### config.mk
export PLATFORM = sky130hd
export DESIGN_NAME = tmr_channel
export DESIGN_NICKNAME = d
export VERILOG_FILES = /design/src/rtl/tmr_pkg.sv /design/src/rtl/tmr_prescaler.sv /design/src/rtl/tmr_counter.sv /design/src/rtl/tmr_regs.sv /design/src/rtl/tmr_channel.sv
export SDC_FILE = /design/constraint.sdc
export NUM_CORES = 1
export LEC_CHECK = 0
export BUFFER_PORTS_ARGS = -buffer_cell sky130_fd_sc_hd__buf_2
export CAP_MARGIN = 5
export CORE_ASPECT_RATIO = 0.8
export CORE_MARGIN = 2
export CORE_UTILIZATION = 40
export DETAILED_ROUTE_END_ITERATION = 16
export HOLD_SLACK_MARGIN = 0.1
export PLACE_DENSITY = 0.63
export SLEW_MARGIN = 20
export SYNTH_ARGS = -nofsm -noshare
export SYNTH_HDL_FRONTEND = slang
export SYNTH_HIERARCHICAL = 1
export SYNTH_SLANG_ARGS = --single-unit
### constraint.sdc
create_clock -name clk -period 4.5 [get_ports clk]
set_input_delay 0.9 -clock clk [delete_from_list [all_inputs] [get_ports clk]]
set_output_delay 0.9 -clock clk [all_outputs]
set_load 0.005 [all_outputs]
### src/rtl/tmr_pkg.sv
package tmr_pkg;

  typedef enum logic [1:0] {
    IDX_RELOAD  = 2'd0,
    IDX_COUNT   = 2'd1,
    IDX_CTRL    = 2'd2,
    IDX_CAPTURE = 2'd3
  } reg_idx_e;

  localparam int SEL_W         = 3;
  localparam int NUM_DIVS      = 5;
  localparam int DIV_STEP_LOG  = 2;
  localparam int PHASE_W       = DIV_STEP_LOG * NUM_DIVS;
  localparam int CTRL_STORED_W = 8;
  localparam int CTRL_IE_BIT   = 5;
  localparam int CTRL_FLAG_BIT = 8;

endpackage

### src/rtl/tmr_prescaler.sv
module tmr_prescaler
  import tmr_pkg::*;
(
  input  logic             clk,
  input  logic             rst,
  input  logic             restart,
  input  logic             advance,
  input  logic [SEL_W-1:0] sel,
  output logic             tick
);

  localparam int NUM_SEL = 2 ** SEL_W;

  logic [PHASE_W-1:0] phase_q;
  logic [NUM_SEL-1:0] hit;

  // Phase wraps at the largest divisor; each smaller divisor fires when
  // its low bits are all ones.
  always_ff @(posedge clk) begin
    if (rst || restart) begin
      phase_q <= '0;
    end else if (advance) begin
      phase_q <= phase_q + PHASE_W'(1);
    end
  end

  genvar gi;
  generate
    for (gi = 0; gi < NUM_SEL; gi++) begin : g_hit
      if (gi < NUM_DIVS) begin : g_legal
        assign hit[gi] = &phase_q[(gi+1)*DIV_STEP_LOG-1:0];
      end else begin : g_reserved
        assign hit[gi] = 1'b0;
      end
    end
  endgenerate

  assign tick = advance && hit[sel];

endmodule

### src/rtl/tmr_counter.sv
module tmr_counter #(
  parameter int W = 32
) (
  input  logic         clk,
  input  logic         rst,
  input  logic         tick,
  input  logic         load_en,
  input  logic [W-1:0] load_val,
  input  logic [W-1:0] reload_val,
  output logic [W-1:0] cnt_q,
  output logic         underflow
);

  logic at_zero;
  assign at_zero   = (cnt_q == '0);
  assign underflow = tick && at_zero && !load_en;

  always_ff @(posedge clk) begin
    if (rst) begin
      cnt_q <= '1;
    end else if (load_en) begin
      cnt_q <= load_val;
    end else if (tick) begin
      cnt_q <= at_zero ? reload_val : (cnt_q - W'(1));
    end
  end

endmodule

### src/rtl/tmr_regs.sv
module tmr_regs
  import tmr_pkg::*;
#(
  parameter int W           = 32,
  parameter bit HAS_CAPTURE = 1'b1
) (
  input  logic             clk,
  input  logic             rst,
  input  logic             wr_en,
  input  logic             rd_en,
  input  logic [1:0]       addr,
  input  logic [W-1:0]     wdata,
  input  logic [W-1:0]     cnt_q,
  input  logic             underflow,
  output logic [W-1:0]     rdata,
  output logic [W-1:0]     reload_q,
  output logic [SEL_W-1:0] sel,
  output logic             ie,
  output logic             flag_q,
  output logic             ctrl_wr,
  output logic             cnt_wr
);

  reg_idx_e idx;
  assign idx = reg_idx_e'(addr);

  logic [CTRL_STORED_W-1:0] ctrl_q;
  logic [W-1:0]             capture_q;
  logic                     reload_wr;
  logic                     capture_wr;

  assign reload_wr  = wr_en && (idx == IDX_RELOAD);
  assign cnt_wr     = wr_en && (idx == IDX_COUNT);
  assign ctrl_wr    = wr_en && (idx == IDX_CTRL);
  assign capture_wr = wr_en && (idx == IDX_CAPTURE);

  assign sel = ctrl_q[SEL_W-1:0];
  assign ie  = ctrl_q[CTRL_IE_BIT];

  always_ff @(posedge clk) begin
    if (rst) begin
      reload_q <= '1;
    end else if (reload_wr) begin
      reload_q <= wdata;
    end
  end

  always_ff @(posedge clk) begin
    if (rst) begin
      ctrl_q <= '0;
    end else if (ctrl_wr) begin
      ctrl_q <= wdata[CTRL_STORED_W-1:0];
    end
  end

  // Set from an underflow outranks a clearing write in the same cycle.
  always_ff @(posedge clk) begin
    if (rst) begin
      flag_q <= 1'b0;
    end else if (underflow) begin
      flag_q <= 1'b1;
    end else if (ctrl_wr && !wdata[CTRL_FLAG_BIT]) begin
      flag_q <= 1'b0;
    end
  end

  generate
    if (HAS_CAPTURE) begin : g_cap
      always_ff @(posedge clk) begin
        if (rst) begin
          capture_q <= '0;
        end else if (capture_wr) begin
          capture_q <= wdata;
        end
      end
    end else begin : g_nocap
      assign capture_q = '0;
    end
  endgenerate

  logic [W-1:0] rd_mux;
  always_comb begin
    unique case (idx)
      IDX_RELOAD:  rd_mux = reload_q;
      IDX_COUNT:   rd_mux = cnt_q;
      IDX_CTRL:    rd_mux = W'({flag_q, ctrl_q});
      IDX_CAPTURE: rd_mux = capture_q;
      default:     rd_mux = '0;
    endcase
  end

  always_ff @(posedge clk) begin
    if (rst) begin
      rdata <= '0;
    end else if (rd_en) begin
      rdata <= rd_mux;
    end
  end

endmodule

### src/rtl/tmr_channel.sv
module tmr_channel
  import tmr_pkg::*;
#(
  parameter int W           = 32,
  parameter bit HAS_CAPTURE = 1'b1
) (
  input  logic         clk,
  input  logic         rst,
  input  logic         tick_en,
  input  logic         start,
  input  logic         wr_en,
  input  logic         rd_en,
  input  logic [1:0]   addr,
  input  logic [W-1:0] wdata,
  output logic [W-1:0] rdata,
  output logic         irq
);

  logic [W-1:0]     cnt_q;
  logic [W-1:0]     reload_q;
  logic [SEL_W-1:0] sel;
  logic             ie;
  logic             flag_q;
  logic             ctrl_wr;
  logic             cnt_wr;
  logic             tick;
  logic             underflow;

  tmr_regs #(.W(W), .HAS_CAPTURE(HAS_CAPTURE)) u_regs (
    .clk       (clk),
    .rst       (rst),
    .wr_en     (wr_en),
    .rd_en     (rd_en),
    .addr      (addr),
    .wdata     (wdata),
    .cnt_q     (cnt_q),
    .underflow (underflow),
    .rdata     (rdata),
    .reload_q  (reload_q),
    .sel       (sel),
    .ie        (ie),
    .flag_q    (flag_q),
    .ctrl_wr   (ctrl_wr),
    .cnt_wr    (cnt_wr)
  );

  tmr_prescaler u_psc (
    .clk     (clk),
    .rst     (rst),
    .restart (ctrl_wr),
    .advance (start && tick_en),
    .sel     (sel),
    .tick    (tick)
  );

  tmr_counter #(.W(W)) u_cnt (
    .clk        (clk),
    .rst        (rst),
    .tick       (tick),
    .load_en    (cnt_wr),
    .load_val   (wdata),
    .reload_val (reload_q),
    .cnt_q      (cnt_q),
    .underflow  (underflow)
  );

  assign irq = flag_q && ie;

endmodule

Word level (Yosys, flattened, before mapping)
Cells that the tools add are included.
Widths: inputs -> output; s select.
- memory bits (read-only): 0
- bits in latches: 0
- bits in writable memories: 0
- memories: 0
- register bits after elaboration: 147
- logic and storage cells: 43
- output and inout port bits: 33
- equal/unequal tests: 3
- add/subtract/negate cells: 2
- multiply operators: 0
- shift operators: 0
- divide/modulo/power cells: 0
- bitwise logic cells: 0
- muxes and demuxes: 8
- $lt $le $gt $ge: 1
- reductions and logical operators: 22
- operators by type and width (kind ; number):
    $pmux 32 s4 ; 1
    $mux 32 ; 3
    $logic_not 32->1 ; 1
    $sub 32x1->32 const B ; 1
    $add 10x1->10 const B ; 1
    $logic_and 1x1->1 ; 10
    $reduce_and 10->1 ; 1
    $reduce_and 8->1 ; 1
    $reduce_and 6->1 ; 1
    $eq 2x2->1 const B ; 2
    $lt 3x4->1 const B ; 1
    $reduce_and 4->1 ; 1
    $reduce_bool 2->1 ; 2
    $bmux 1 s3 ; 1
    $mux 1 ; 3
    $eq 2x1->1 const B ; 1
    $logic_not 1->1 ; 2
    $logic_not 2->1 ; 1
    $reduce_and 2->1 ; 1
    $logic_or 1x1->1 ; 1

Depth between registers and ports, before layout
- depth after elaboration: 7
- depth in mapped cells: 10
- depth with buffers taken out: 8

Cells and area by module
Netlist, hierarchy kept.
- by module, submodules not included (module ; seq. area each (um2) ; cells an instance ; times used ; area an instance (um2)):
    tmr_regs ; 2102.0 ; 479 ; 1 ; 4694.5
    tmr_counter ; 640.6 ; 312 ; 1 ; 2427.3
    tmr_prescaler ; 200.2 ; 56 ; 1 ; 490.5
    tmr_channel ; 0.0 ; 2 ; 1 ; 12.5

Least setup slack after synthesis
Ideal clock, no wire load.
- path type: reg-to-reg
- from: register u_cnt.cnt_q[17]
- to: register u_cnt.cnt_q[30]
- period minus slack after synthesis: 2.592 ns
- cell stages (with the launch flop): 9
- buffers on the path: 2
- arrival: 2.466 ns
- slack: 1.908 ns
- path through: dfxtp_1 or4_1 buf_2 or3_4 or3_1 buf_6 or4_1 a21oi_1 o21ai_1
- longest elaborated chain between the ends: 4
- ends and longest elaborated chain (element ; RTL line ; RTL):
    start: declaration ; tmr_counter.sv:10 ; output logic [W-1:0] cnt_q,
    start signal: assignment ; tmr_counter.sv:22 ; cnt_q <= load_val;
    start signal: assignment ; tmr_counter.sv:24 ; cnt_q <= at_zero ? reload_val : (cnt_q - W'(1));
    $sub 32x1->32 or $logic_not 32->1 (tied branches) ; tmr_counter.sv:24, tmr_counter.sv:15 ;
    $mux 32 * ; tmr_counter.sv:24 ;
    $mux 32 * ; tmr_counter.sv:23 ; end else if (tick) begin
    $mux 32 * ; tmr_counter.sv:21 ; end else if (load_en) begin
Mark *: on every way between the ends. The rest lies on a longest branch, timed or not. The select of a mux whose other input is x is not followed.
A chain may end at the register's enable or synchronous reset.

Final worst setup path
- from: input port start
- to: register u_cnt.cnt_q[26]
- longest elaborated chain between the ends: 3
- ends and longest elaborated chain (element ; RTL line ; RTL):
    start: declaration ; tmr_channel.sv:10 ; input logic start,
    $logic_and 1x1->1 ; tmr_channel.sv:51 ; .advance (start && tick_en),
    $logic_and 1x1->1 ; tmr_prescaler.sv:38 ; assign tick = advance && hit[sel];
    net tick ; tmr_channel.sv:26 ; logic tick;
    $reduce_bool 2->1 (no line) ; - ;
The timed path passes the listed nets, and every way through them passes these cells.

==> reports/qor.tcl <==
set qor(reg2reg_launch_point) {u_cnt/cnt_q[17]$_SDFFE_PP1P_}
set qor(synth.top_cells.by_area) {dfxtp_1 (39%), mux2i_1 (7.2%), nand2_1 (4.9%)}
set qor(cts_tree) {built}
set qor(postSynth.asyncResetShare_pct) 0
set qor(post_dp_cell_area_mm2) 0.007970
set qor(r2r-end) {u_cnt/cnt_q[3]$_SDFFE_PP1P_}
set qor(initial_utilization_pct) 40.55
set qor(synth_area_mm2) 0.007625
set qor(worst_ep_arrival_time_ns) 3.58
set qor(synth_flop_cell) {dfxtp_1}
set qor(die_x_um) 158.4
set qor(place.gp.congestion) 0.8406
set qor(core_area_mm2) 0.01881
set qor(floorplan.die.height_um) 127.5
set qor(r2r_setup_slack_ns) 1.29
set qor(clkSlewWorstSetupHoldPaths_ns) 0.06
set qor(cell_area_after_layout_mm2) 0.008524
set qor(power.density_cell_area_mw_per_mm2) 360.2
set qor(design_power_total_mw) 3.070
set qor(synthesis.instances) 849
set qor(initial_antenna_violation_count) 0
set qor(globalRoute.totalOverflow) 0
set qor(total_grt_usage_pct) 19.55
set qor(synth_seq_cells) 147
set qor(min_from) {u_regs/capture_q[6]$_SDFFE_PP0P_}
set qor(critical_path_class) {primary input to flip-flop}
set qor(numPortBuffers) 72
set qor(rsz0062_at_grt) {false}
set qor(cts_num_sinks) 147
set qor(post-route-period-util_pct) 71.66
set qor(cts_max_path_buffers) 2
set qor(cts.root.buffer_cell) {clkbuf_16}
set qor(io-pin-count) 73
set qor(run_status) {complete, no violations}
set qor(postLayoutCoreUtil_pct) 45.33
set qor(cp_cell_instances) {buf_2, and2_1, nand2_1, a21oi_1, and4_1, clkinv_1, nor2_1, o211ai_1, o21ai_0}
set qor(final_routed_wirelength_across_all_metal_layers_um) 18920
set qor(timing.hold.worst.class) {flip-flop to flip-flop}
set qor(netlist.area_leader.share_pct) 38.60
set qor(first_iter_violations) 522
set qor(crit_slowest_cell) {clkinv_1}
set qor(drtAntennaViolNets) 0
set qor(part_of_the_yosys_area_used_for_sequential_elements_pct) 38.60
set qor(std_cell_rows) 45
set qor(fmax_ghz) 0.3101
set qor(cts_hold_repair.buffers) 0
set qor(endpoint_kind) {flip-flop}
set qor(ctsHtreeMaxLevel) 4
set qor(required_ns) 4.85
set qor(post-route-min-period_ns) 3.225
set qor(slew_headroom_pct) 35.75
set qor(cp-start-kind) {primary input}
set qor(drt_pre_antenna_iters) 5
set qor(cell_class_contributing_the_biggest_share_of_worst_path_delay) {simple AND/OR/NAND/NOR gates}
set qor(drt_drc_violations_left) 0
set qor(grt_pass1_vias) 5764
set qor(final.setup_skew_ns) 0.007980
set qor(synth_common_cells) {dfxtp_1 (147), nand2_1 (99), nor2_1 (68)}
set qor(synth_edf_count) 0
set qor(yosysMostFrequentCell) {dfxtp_1}
set qor(vias) 6216
set qor(critPathMaxFanout) 21
set qor(antenna-diode-count) 0
set qor(critical_path.n_buffers_inverters) 2
set qor(numCtsBuffers) 17
set qor(synth.yosys.warnings) 6
set qor(timing.final.hold_violations) 0
set qor(synthDominantAreaCellType) {dfxtp_1}
set qor(worst-r2r-cell-count) 6
set qor(postCtsSetupBuffers) 0
set qor(syn_nets) 892
set qor(area_overhead_of_the_layout_relative_to_synthesis_pct) 11.80
set qor(ir_drop_mv) 0.2509
set qor(critical-path-max-stage-delay_ns) 0.65
set qor(wl_per_cell_um) 16.46
set qor(timing_max_transition_violations_final) 0
set qor(hold_depth) 2
set qor(final_nets) 921
set qor(unique_masters_post_synth) 62
set qor(worst_pin_slew_ns) 0.9638
set qor(pin_count_of_the_biggest_net_entering_global_routing) 74
set qor(cap_violations) 0
set qor(finalSetupTns_ns) 0
set qor(setup_viol) 0
set qor(grt_first_pass_wirelength_um) 31350
set qor(worst_hold_path.endpoint) {u_regs/capture_q[6]$_SDFFE_PP0P_}
set qor(cts.repair.resized) 0
set qor(worst_skew_pair.late_latency_ns) 0.43
set qor(finalHoldWorstSlack_ns) 0.4532
set qor(dieArea_mm2) 0.02019
set qor(proportion_of_layout_cells_with_a_drive_suffix_above_1_pct) 16.72
set qor(vias_per_cell) 5.410
set qor(cellLeakagePower_nw) 3.324
set qor(avgSynthCellArea_um2) 8.981
set qor(dp_hpwl_um) 12510
routing by layer:
metal / share of wire, % / track usage [%] / routed length (µm) / vias up
met1: 53 / 30.22 / 9957 / 2906
li1: - / - / - / 3131
met2: 41 / 26.75 / 7665 / 164
met4: 0.93 / 6.147 / 175 / 0
met3: 5.9 / 4.104 / 1118 / 15
met5: 0 / 0 / 0 / -
cell usage in the layout (no fill, tap or decap), types with 4 or more instances in the layout:
master / n
inv_1: 6
a21oi_1: 46
or2_0: 22
buf_2: 71
a311oi_2: 23
xor2_1: 12
mux4_2: 4
nand4_1: 7
or4_1: 12
clkinvlp_4: 5
dfxtp_1: 147
nor2_1: 68
nand3_1: 7
o21ai_0: 18
xnor2_1: 12
nor3_1: 15
o31ai_1: 9
a31oi_1: 28
nand2_1: 99
mux4_1: 5
and2_1: 4
clkbuf_16: 17
clkinv_2: 6
buf_4: 10
nor4_1: 9
a211o_1: 33
nor2b_1: 32
or3_1: 9
o21ai_1: 26
mux2i_1: 55
a21o_1: 30
where the power goes:
part / internal (mW) / switching, mW
clock: 0.768 / 0.569
combinational: 0.141 / 0.170
sequential: 1.37 / 0.0557
total: 2.28 / 0.794
layout make-up:
class | count | area [µm²]
fillers | 1906 | 10280
multi-input cells | 623 | 4228
flip-flops and latches | 147 | 2943
repair buffers | 82 | 450.4
clock buffers | 18 | 439.2
well taps | 258 | 322.8
clock inverters | 14 | 115.1
inverters | 7 | 26.28
tightest hold or removal path, stage by stage, from the launching register on:
cell and delay, ns:
dfxtp_1 0.31, nand2_1 0.05, a21oi_1 0.05
sequential cells by signal, summed over array words and instances (netlist names):
name	count
u_regs/capture_q	32
u_regs/flag_q	1
u_regs/rdata	32
u_cnt/cnt_q	32
u_regs/ctrl_q	8
u_psc/phase_q	10
u_regs/reload_q	32
per-stage QoR:
stage / std cells / setup slack, ns
after floorplan: 849 / 1.908
after global placement: 1117 / 1.108
after detailed placement: 1117 / 0.9948
after CTS: 1149 / 1.109
after global routing: 1149 / 1.173
final: 1149 / 1.275
worst max-delay path by stage:
stage                                      start                            to  slack (ns)  cells after the start
detailed placement                         start  u_cnt/cnt_q[26]$_SDFFE_PP1P_        0.99                      9
floorplan           u_cnt/cnt_q[17]$_SDFFE_PP1P_  u_cnt/cnt_q[30]$_SDFFE_PP1P_        1.91                      8
global placement                           start  u_cnt/cnt_q[26]$_SDFFE_PP1P_        1.11                      9
global route        u_cnt/cnt_q[15]$_SDFFE_PP1P_   u_cnt/cnt_q[3]$_SDFFE_PP1P_        1.17                      6
finish                                     start  u_cnt/cnt_q[26]$_SDFFE_PP1P_        1.28                      9
CTS                 u_cnt/cnt_q[17]$_SDFFE_PP1P_   u_cnt/cnt_q[3]$_SDFFE_PP1P_        1.11                      6
logic make-up (layout without fill, tap and decap cells):
| group | count (synthesis) | in the layout | synth area share [%] |
|---|---|---|---|
| AOI/OAI and AO/OA | 228 | 228 | 22.04 |
| xor gates and xnor gates | 24 | 24 | 2.757 |
| adders and majority gates | 3 | 3 | 0.4923 |
| buffers and inverters | 79 | 121 | 5.956 |
| DFF | 147 | 147 | 38.60 |
| muxes | 64 | 64 | 10.12 |
| and+or+nand+nor | 304 | 304 | 20.04 |
No activity file was read; power rests on OpenSTA's default activity.
